## config.mk

```make
export PLATFORM = sky130hd
export DESIGN_NAME = aux_edid_responder
export DESIGN_NICKNAME = d
export VERILOG_FILES = /design/src/rtl/aux_edid_pkg.sv /design/src/rtl/aux_edid_rom.sv /design/src/rtl/aux_edid_decode.sv /design/src/rtl/aux_edid_select.sv /design/src/rtl/aux_edid_responder.sv
export SDC_FILE = /design/constraint.sdc
export NUM_CORES = 1
export LEC_CHECK = 0
export ABC_CLOCK_PERIOD_IN_PS = 7900
export CORE_MARGIN = 5
export CORE_UTILIZATION = 50
export CTS_CLUSTER_DIAMETER = 120
export DETAILED_ROUTE_END_ITERATION = 10
export MAX_ROUTING_LAYER = met4
export PLACE_DENSITY = 0.66
export SLEW_MARGIN = 20
export SYNTH_ARGS = -nofsm -noshare
export SYNTH_HDL_FRONTEND = slang
export SYNTH_HIERARCHICAL = 1
export SYNTH_SLANG_ARGS = --single-unit
```

## constraint.sdc

```tcl
create_clock -name clk -period 7.9 [get_ports clk]
set_input_delay 1.185 -clock clk [delete_from_list [all_inputs] [get_ports clk]]
set_output_delay 1.185 -clock clk [all_outputs]
set_load 0.01 [all_outputs]
```

## src/rtl/aux_edid_pkg.sv

```systemverilog
`timescale 1ns/1ps
// Shared constants and types for the AUX display-ID responder.
// Assumes a byte-addressed register window with 32-bit registers.
package aux_edid_pkg;
    localparam int          LEN_W      = 5;
    localparam logic [7:0]  CTRL_OFS   = 8'h10;
    localparam logic [7:0]  DATA_BASE  = 8'h14;
    localparam int          BUSY_BIT   = 31;
    localparam int          DONE_BIT   = 30;
    localparam int          SIZE_LSB   = 20;
    localparam int          READ_BIT   = 28;
    localparam int          MOT_BIT    = 30;
    localparam logic [15:0] TARGET_ID  = 16'h0050;
    localparam logic [7:0]  ACK_CODE   = 8'h00;
    localparam logic [7:0]  MISS_BYTE  = 8'hFF;

    typedef enum logic [2:0] {
        ACT_ACK,
        ACT_RESET,
        ACT_SELECT,
        ACT_READ_HIT,
        ACT_READ_MISS,
        ACT_REJECT
    } act_e;
endpackage

```

## src/rtl/aux_edid_rom.sv

```systemverilog
`timescale 1ns/1ps
// Identification table storage: one byte write port, one asynchronous
// read port indexed by a pointer one bit wider than the address, so that
// pointers at or past DEPTH read as zero. Assumes DEPTH is a power of two.
module aux_edid_rom #(
    parameter int DEPTH = 128,
    localparam int AW = $clog2(DEPTH)
) (
    input  logic          clk,
    input  logic          we,
    input  logic [AW-1:0] waddr,
    input  logic [7:0]    wdata,
    input  logic [AW:0]   rd_ptr,
    output logic [7:0]    rd_byte
);
    logic [7:0] mem [DEPTH];

    // Store one table byte per write strobe.
    always_ff @(posedge clk) begin
        if (we) mem[waddr] <= wdata;
    end

    // Return the addressed byte, or zero beyond the table.
    always_comb begin
        if (rd_ptr < (AW+1)'(DEPTH)) rd_byte = mem[rd_ptr[AW-1:0]];
        else                         rd_byte = 8'h00;
    end
endmodule

```

## src/rtl/aux_edid_decode.sv

```systemverilog
`timescale 1ns/1ps
// Request decoder: classifies a send from its length, opcode bits, I2C
// address and the current selection. Purely combinational; the result is
// only meaningful in a cycle where a send is presented.
module aux_edid_decode
    import aux_edid_pkg::*;
(
    input  logic [LEN_W-1:0] msg_len,
    input  logic             is_read,
    input  logic             mot,
    input  logic [15:0]      i2c_addr,
    input  logic             sel,
    input  logic             avail,
    output act_e             act,
    output logic [LEN_W-1:0] reply_size
);
    // Reply size follows the read/write direction only.
    always_comb reply_size = is_read ? LEN_W'(2) : LEN_W'(1);

    // Pick the action for this request.
    always_comb begin
        if (msg_len == LEN_W'(3)) begin
            if (!mot)                       act = ACT_RESET;
            else if (i2c_addr == 16'h0000)  act = ACT_RESET;
            else if (i2c_addr == TARGET_ID) act = ACT_SELECT;
            else                            act = ACT_ACK;
        end else if (!is_read) begin
            act = ACT_ACK;
        end else if (msg_len != LEN_W'(4)) begin
            act = ACT_REJECT;
        end else if (sel && avail) begin
            act = ACT_READ_HIT;
        end else begin
            act = ACT_READ_MISS;
        end
    end
endmodule

```

## src/rtl/aux_edid_select.sv

```systemverilog
`timescale 1ns/1ps
// Selection state: target-selected flag, table-available flag and the
// read pointer. Updated only on the cycle a send is accepted (go).
// Availability accumulates across selects until a reset action.
module aux_edid_select
    import aux_edid_pkg::*;
#(
    parameter int DEPTH = 128,
    localparam int AW = $clog2(DEPTH)
) (
    input  logic        clk,
    input  logic        rst_n,
    input  logic        go,
    input  act_e        act,
    input  logic        monitor_present,
    output logic        sel_q,
    output logic        avail_q,
    output logic [AW:0] ptr_q
);
    // Track selection and advance the pointer on table hits.
    always_ff @(posedge clk) begin
        if (!rst_n) begin
            sel_q   <= 1'b0;
            avail_q <= 1'b0;
            ptr_q   <= '0;
        end else if (go) begin
            case (act)
                ACT_RESET: begin
                    sel_q   <= 1'b0;
                    avail_q <= 1'b0;
                    ptr_q   <= '0;
                end
                ACT_SELECT: begin
                    sel_q   <= 1'b1;
                    avail_q <= avail_q | monitor_present;
                end
                ACT_READ_HIT: begin
                    if (ptr_q < (AW+1)'(DEPTH)) ptr_q <= ptr_q + 1'b1;
                end
                default: ;
            endcase
        end
    end
endmodule

```

## src/rtl/aux_edid_responder.sv

```systemverilog
`timescale 1ns/1ps
// Top of the AUX display-ID responder. Holds the control register and
// N_DATA data registers, turns a control write with send-busy into an
// immediate reply, and wires the decoder, selection state and table.
// Assumes the host writes the request word before each send.
module aux_edid_responder
    import aux_edid_pkg::*;
#(
    parameter int DEPTH  = 128,
    parameter int N_DATA = 5
) (
    input  logic        clk,
    input  logic        rst_n,
    input  logic        reg_wr,
    input  logic [7:0]  reg_addr,
    input  logic [31:0] reg_wdata,
    output logic [31:0] reg_rdata,
    input  logic        rom_we,
    input  logic [6:0]  rom_waddr,
    input  logic [7:0]  rom_wdata,
    input  logic        monitor_present
);
    localparam int AW = $clog2(DEPTH);

    function automatic logic [7:0] data_ofs(input int idx);
        return 8'(DATA_BASE + 8'(4 * idx));
    endfunction

    logic [31:0]      ctrl_q;
    logic [31:0]      data_q [N_DATA];
    logic [31:0]      first_data;
    logic             send;
    logic [LEN_W-1:0] send_len;
    logic             is_read;
    act_e             act;
    logic [LEN_W-1:0] reply_size;
    logic             sel_q, avail_q;
    logic [AW:0]      ptr_q;
    logic [7:0]       tbl_byte;
    logic [31:0]      reply_word;
    logic             reply_we;

    assign first_data = data_q[0];
    assign send       = reg_wr && (reg_addr == CTRL_OFS) && reg_wdata[BUSY_BIT];
    assign send_len   = reg_wdata[SIZE_LSB +: LEN_W];
    assign is_read    = first_data[READ_BIT];

    aux_edid_decode u_dec (
        .msg_len    (send_len),
        .is_read    (is_read),
        .mot        (first_data[MOT_BIT]),
        .i2c_addr   (first_data[23:8]),
        .sel        (sel_q),
        .avail      (avail_q),
        .act        (act),
        .reply_size (reply_size)
    );

    aux_edid_select #(.DEPTH(DEPTH)) u_sel (
        .clk             (clk),
        .rst_n           (rst_n),
        .go              (send),
        .act             (act),
        .monitor_present (monitor_present),
        .sel_q           (sel_q),
        .avail_q         (avail_q),
        .ptr_q           (ptr_q)
    );

    aux_edid_rom #(.DEPTH(DEPTH)) u_rom (
        .clk     (clk),
        .we      (rom_we),
        .waddr   (rom_waddr[AW-1:0]),
        .wdata   (rom_wdata),
        .rd_ptr  (ptr_q),
        .rd_byte (tbl_byte)
    );

    // Form the reply word for the first data register.
    always_comb begin
        reply_we = 1'b1;
        case (act)
            ACT_READ_HIT:  reply_word = {ACK_CODE, tbl_byte, 16'h0000};
            ACT_READ_MISS: reply_word = {ACK_CODE, MISS_BYTE, 16'h0000};
            ACT_REJECT: begin
                reply_word = '0;
                reply_we   = 1'b0;
            end
            default:       reply_word = {ACK_CODE, 24'h000000};
        endcase
    end

    // Control register: loaded with done and reply size on each send.
    always_ff @(posedge clk) begin
        if (!rst_n)    ctrl_q <= '0;
        else if (send) ctrl_q <= (32'd1 << DONE_BIT) |
                                 (32'(reply_size) << SIZE_LSB);
    end

    for (genvar gi = 0; gi < N_DATA; gi++) begin : g_data
        localparam logic [7:0] OFS = data_ofs(gi);
        if (gi == 0) begin : g_first
            // First data register: host store, or reply on a send.
            always_ff @(posedge clk) begin
                if (!rst_n)                          data_q[gi] <= '0;
                else if (reg_wr && reg_addr == OFS)  data_q[gi] <= reg_wdata;
                else if (send && reply_we)           data_q[gi] <= reply_word;
            end
        end else begin : g_rest
            // Remaining data registers: plain host store.
            always_ff @(posedge clk) begin
                if (!rst_n)                          data_q[gi] <= '0;
                else if (reg_wr && reg_addr == OFS)  data_q[gi] <= reg_wdata;
            end
        end
    end

    // Host read mux over the register window.
    always_comb begin
        reg_rdata = '0;
        if (reg_addr == CTRL_OFS) reg_rdata = ctrl_q;
        for (int i = 0; i < N_DATA; i++) begin
            if (reg_addr == data_ofs(i)) reg_rdata = data_q[i];
        end
    end
endmodule

```

==> results.md, run 1 <==
* Maximum vdd drop at 0.174 mV
* Largest net degree at the start of global routing at 137
* RR Startpoint: u_sel/ptr_q[0]
* # DRC at 0
* Setup ws final at 2440 ps
* Die height at 322 um
* Syn Inst Count at 2684
* Slew @ Worst Pin at 1100 ps
* Final GP Congestion at 0.872
* Initial core utilization at 50.4%
* Yosys top cell area share at 72.9%
* Pre-CTS WS at 2070 ps
* Syn Std Cell Area at 48700 sq um
* Sw frac at 19.7%
* Post-synth EDFFs at 1184
* Sequential cell fraction of total power at 55.5%
* Max Slew Vio Count at 0
* First drt pass iteration count at 5
* Slowest stage delay, CP at 880 ps
* First-pass GRT wire length at 166000 um
* Area leader, netlist: edfxtp_1
* Die area at 104000 sq um
* Die width at 322 um
* Worst path slowest cell: clkdlybuf4s50_1
* Final Hold Fails at 0
* Final period util at 69.1%
* Worst hold path class: reg2reg
* Critical Path Start Type: input port
* Asr flop ratio synth at 0%
* DR vias at 25500
* Drt first-iter violations at 2942
* Final wirelength at 113000 um
* Deepest clock path buffer count at 3
* Final Total Pwr at 12700 uW
* Critical R2R Capture: data_q[0][16]
* Worst Reg-to-Reg Cells at 8
* Post-DRT Antenna Nets at 0
* Share of post-route cells with drive strength above 1 at 15.9%
* Min-Delay Path Depth at 2
* CTS Hold Buffers Added at 0
* Clock period minus worst slack at 5460 ps
* CP arrival at 4270 ps
* Synthesis-to-finish area growth at 11.6%
* Largest cells by area after synthesis: edfxtp_1, mux4_2, mux2i_1, a22oi_1, and2_1
* Critical Setup Path Class: in2out
* Setup total negative slack at 0 ps
* Psw at 2510 uW
* CP Capture Type: output port
* Antenna violations before repair at 3
* #FFs+latches synth at 1200
* Leakage at 0.0165 uW
* Global-route usage over all layers at 22.1%
* Pwr dens at 234 nW/um^2
* Vias in the first global route at 25500
* Root buffer cell: clkbuf_16
* Syn_area_per_cell at 18.2 sq um
* Fmax achieved at 183 MHz
* RSZ-0062 raised after global routing: false
* Hold Path End: u_sel/sel_q
* Post-CTS sizing at 0
* Core ar. at 96700 sq um
* Clk_skew at 17.8 ps
* Port buffer count at 91
* Max Cap Viol at 0
* Overflow after GRT at 0
* Most frequent CP cell: clkdlybuf4s50_1
* R2R setup slack at 3700 ps
* Setup Buffers After CTS at 0
* Clock sinks at 1200
* Crit-path max FO at 32
* Detailed Place HPWL at 68900 um
* DR vias/cell at 6.14
* Rows at 114
* Relative slew slack at 26.5%
* Wire per inst at 27.2 um
* H-tree depth at 3
* Worst path cell trace: clkdlybuf4s50_1 -> nor3b_2 -> and3_2 -> a21oi_1 -> a22oi_1 -> clkdlybuf4s50_1
* Worst EP required at 6710 ps
* Number of setup violations in the final report at 0
* # nets final at 2840
* Run status: finished, final reports clean
* TritonCTS clock tree: yes
* Later-pin clock latency in the skew report at 680 ps
* Most used flip-flop cell after synthesis: edfxtp_1
* Inserted Clock Buffers at 117
* Commonest non-fill, non-tap cell in the layout: edfxtp_1
* Most frequent cells in the layout: edfxtp_1, mux2i_1, mux4_2
* Comb power frac at 2.2%
* Synth warn at 6
* Sequential area share after synthesis at 73.6%
* Clock transition at the registers of the reported paths at 60 ps
* Distinct cells, synth at 69
* # IOs at 92
* Hold Path Origin: u_sel/sel_q
* Clock share of power at 42.3%
* Internal power at 10200 uW
==> metrics by stage <==
step / utilization (%) / hold WS (ps) / std cells / cell area (sq um)
after floorplan: - / 441 / 2686 / 48800
after global placement: 52.4 / 472 / 3935 / 50600
after detailed placement: 52.4 / 488 / 3935 / 50600
after CTS: 56.2 / 498 / 4151 / 54400
after global routing: 56.3 / 534 / 4154 / 54400
final: 56.3 / 498 / 4154 / 54400
==> state kept, by name (all words and copies together), names as in the netlist <==
signal	cells
u_sel/ptr_q	8
u_rom/mem	1024
u_sel/avail_q	1
u_sel/sel_q	1
data_q	160
ctrl_q	6
==> layer usage <==
layer / vias up / part of all wire, % / GRT usage (%) / wire length (um)
met3: 193 / 7.7 / 4.27 / 8650
met5: - / 0 / - / 0
met2: 1048 / 50 / 35.6 / 56000
li1: 11000 / - / - / -
met4: 0 / 2.7 / 5.79 / 3040
met1: 13200 / 40 / 29.3 / 45200
==> cell type report <==
type / instances / area, sq um
Antenna cell: 2 / 5.00
Clock buffer: 140 / 3060
Clock inverter: 76 / 667
Fill cell: 7229 / 42300
Inverter: 15 / 56.3
Multi-Input combinational cell: 1301 / 11800
Sequential cell: 1200 / 35900
Tap cell: 1276 / 1600
Timing Repair Buffer: 144 / 1350
==> power groups by stage <==
stage,logic [uW],registers [uW],clock network [uW]
floorplan,85.0,7200,0
global route,291,7080,5770
finish,274,7080,5390
CTS,273,7080,5490
global placement,263,7210,0
detailed placement,272,7210,0
==> cells in the mapped netlist (14+ instances only) <==
master / instances
edfxtp_1: 1184
mux2i_1: 229
mux4_2: 169
a22oi_1: 163
and2_1: 157
nor2_1: 129
clkbuf_1: 77
nand2_1: 76
a21oi_1: 64
nand3_1: 64
buf_2: 36
a22o_1: 30
a221oi_1: 28
nor2b_1: 20
buf_6: 18
dfxtp_1: 16
nor3_1: 15
o22ai_1: 15
inv_1: 14
==> critical path, delay by kind of cell <==
kind	cells	cell delay [ps]
and+or+nand+nor	2	1180
buffers and inverters	2	1470
AOI/OAI and AO/OA	2	420
==> worst max-delay path by stage <==
stage | start | to | cells past startpoint
global placement | reg_addr[3] | reg_rdata[13] | 6
CTS | reg_addr[3] | reg_rdata[24] | 6
finish | reg_addr[3] | reg_rdata[24] | 6
floorplan | reg_wdata[24] | data_q[0][0] | 6
detailed placement | reg_addr[3] | reg_rdata[24] | 6
global route | reg_addr[3] | reg_rdata[12] | 6
==> cells by family after synthesis <==
group / after synthesis / synth area share [%]
AOI/OAI and AO/OA: 375 / 5.63
adders and majority gates: 1 / 0.0257
buffers and inverters: 185 / 2.37
DFF: 1200 / 73.6
muxes: 400 / 12.6
other: 1 / 0.00769
and+or+nand+nor: 522 / 5.81
(Power assumes the default switching activity.)
==> inputs of run 2 (changes only) <==
--- a/config.mk
+++ b/config.mk
@@ -5,7 +5,7 @@
 export SDC_FILE = /design/constraint.sdc
 export NUM_CORES = 1
 export LEC_CHECK = 0
-export ABC_CLOCK_PERIOD_IN_PS = 7900
+export ABC_CLOCK_PERIOD_IN_PS = 5080
 export CORE_MARGIN = 5
 export CORE_UTILIZATION = 50
 export CTS_CLUSTER_DIAMETER = 120
==> constraint.sdc (replaced) <==
create_clock -name clk -period 5.08 [get_ports clk]
set_input_delay 0.762 -clock clk [delete_from_list [all_inputs] [get_ports clk]]
set_output_delay 0.762 -clock clk [all_outputs]
set_load 0.01 [all_outputs]
==> results.md, run 2 (synthesized netlist as in run 1, its figures left out) <==
* Later-pin clock latency in the skew report at 700 ps (+20 ps)
* Psw at 4010 uW (+60%)
* Root buffer cell: clkbuf_16
* Clk_skew at 36.0 ps (+18.2 ps)
* Setup total negative slack at 0 ps (unchanged)
* Worst path slowest cell: clkdlybuf4s50_1
* RR Startpoint: u_sel/ptr_q[0]
* Drt first-iter violations at 2793 (-5.1%)
* Biggest regs: u_rom/mem x1024, data_q x160, u_sel/ptr_q x8
* Sw frac at 20.1% (+0.37 points)
* Top reg by flops: u_rom/mem
* Run status: finished, final reports clean
* Final Hold Fails at 0 (unchanged)
* Rows at 114 (unchanged)
* H-tree depth at 3 (unchanged)
* Leakage at 0.0167 uW (+1.0%)
* Detailed Place HPWL at 71200 um (+3.5%)
* # IOs at 92 (unchanged)
* Setup Buffers After CTS at 0 (unchanged)
* Largest net degree at the start of global routing at 93 (-32%)
* Global-route usage over all layers at 22.5% (+0.46 points)
* # nets final at 2873 (+1.2%)
* DR vias at 25800 (+1.1%)
* Fill count at 7218 (-0.15%)
* Initial core utilization at 50.4% (unchanged)
* Clock period minus worst slack at 4250 ps
* Die area at 104000 sq um (unchanged)
* Crit-path max FO at 40 (+25%)
* Wire per inst at 27.5 um (+1.2%)
* Worst hold path class: reg2reg
* DR vias/cell at 6.16 (+0.32%)
* Hold Path Origin: u_sel/sel_q
* Overflow after GRT at 0 (unchanged)
* First drt pass iteration count at 5 (unchanged)
* RSZ-0062 raised after global routing: false
* Clock transition at the registers of the reported paths at 60 ps (about the same)
* Share of post-route cells with drive strength above 1 at 16.8% (+0.86 points)
* Final Total Pwr at 20000 uW (+57%)
* Slowest stage delay, CP at 610 ps (-270 ps)
* Vias in the first global route at 25900 (+1.8%)
* Commonest non-fill, non-tap cell in the layout: edfxtp_1
* CP Capture Type: output port
* Die height at 322 um (unchanged)
* First-pass GRT wire length at 170000 um (+2.1%)
* Clock sinks at 1200 (unchanged)
* Most frequent CP cell: clkdlybuf4s50_1
* Clock share of power at 42.7% (+0.4 points)
* Comb power frac at 2.1% (about the same)
* Final GP Congestion at 0.895 (+2.6%)
* TritonCTS clock tree: yes
* Max Slew Vio Count at 0 (unchanged)
* Relative slew slack at 28.3% (+1.8 points)
* # DRC at 0 (unchanged)
* Crit. Startpoint: reg_addr[1]
* Post-DRT Antenna Nets at 0 (unchanged)
* Antenna violations before repair at 1 (-2)
* Synthesis-to-finish area growth at 12.3%
* Number of setup violations in the final report at 0 (unchanged)
* Sequential cell fraction of total power at 55.1% (-0.4 points)
* Internal power at 15900 uW (+56%)
* Final period util at 83.7%
* Critical Path Start Type: input port
* CP arrival at 3490 ps (-780 ps)
* Most frequent cells in the layout: edfxtp_1, mux2i_1, mux4_2
* Post-CTS sizing at 0 (unchanged)
* Pwr dens at 365 nW/um^2 (+56%)
* Final wirelength at 115000 um (+1.9%)
* Worst EP required at 4320 ps (-2390 ps)
* Slew @ Worst Pin at 1080 ps (-27.5 ps)
* Max reg flops at 1024 (unchanged)
* Maximum vdd drop at 0.262 mV (+51%)
* Fmax achieved at 235 MHz
* Critical Setup Path Class: in2out
* Register Area at 35900 sq um (unchanged)
* Core ar. at 96700 sq um (unchanged)
* Deepest clock path buffer count at 3 (unchanged)
* Max Cap Viol at 0 (unchanged)
* Die width at 322 um (unchanged)
* Worst path cell trace: clkdlybuf4s50_1 -> nor4_2 -> and3b_2 -> buf_12 -> a221oi_1 -> a21oi_1 -> clkdlybuf4s50_1
* CTS Hold Buffers Added at 0 (unchanged)
* Area of the multi-input gates at 11800 sq um (about the same)
* Port buffer count at 91 (unchanged)
* Inserted Clock Buffers at 117 (unchanged)
==> run 2: cell types whose count changed in the layout (fill, tap and decap cells not counted), moves of 2 or more <==
cell        change
clkinv_1        +4
clkinvlp_4      +6
clkbuf_1        -4
inv_6           -4
buf_4          +30
clkinv_8        +2
buf_12          +4
clkinv_2        -8
==> run 2: layer usage <==
| layer | wire [um] | global-route usage (%) | up-vias |
|---|---|---|---|
| met5 | 0 | - | - |
| met4 | 3830 | 6.95 | 0 |
| met3 | 8890 | 4.35 | 216 |
| met2 | 56400 | 36.1 | 1038 |
| met1 | 45900 | 29.8 | 13400 |
| li1 | - | - | 11100 |
==> run 2: area by class of cell <==
type,instances,share of cell area (%)
Sequential cell,1200,65.5
Clock inverter,79,1.39
Timing Repair Buffer,177,2.98
Inverter,15,0.103
Antenna cell,1,0.00457
Tap cell,1276,2.92
Multi-Input combinational cell,1301,21.5
Clock buffer,136,5.54
==> run 2: metrics by stage <==
step                      util, %  setup slack (ps)  instances  hold slack [ps]  area (sq um)
after detailed placement     52.7               861       3969              480         50900
after global routing         56.6               699       4185              516         54700
after global placement       52.7               914       3969              475         50900
after CTS                    56.6               850       4184              488         54700
final                        56.6               827       4185              490         54700
after floorplan                 -               169       2686              441         48800
==> run 2: worst max-delay path: cells and delay by family <==
kind | cells | cell delay (ps)
buffers and inverters | 3 | 1440
AND/OR/NAND/NOR | 2 | 1000
AO/OA/AOI/OAI | 2 | 260
==> run 2: final timing paths <==
| path | end | slack (ps) | cells after the start |
|---|---|---|---|
| max | reg_rdata[28] | 830 | 7 |
| min | u_sel/sel_q | 490 | 2 |
| max reg2reg | data_q[0][19] | 1270 | 8 |
| min reg2reg | u_sel/sel_q | 490 | 2 |
==> run 2: power groups by stage <==
| stage | clock network [uW] | registers, uW | logic [uW] |
|---|---|---|---|
| 4_1_cts | 8670 | 11000 | 430 |
| 2_1_floorplan | 0 | 11200 | 132 |
| 6_report | 8530 | 11000 | 429 |
| 5_1_grt | 9100 | 11000 | 457 |
| 3_5_place_dp | 0 | 11200 | 430 |
| 3_3_place_gp | 0 | 11200 | 412 |
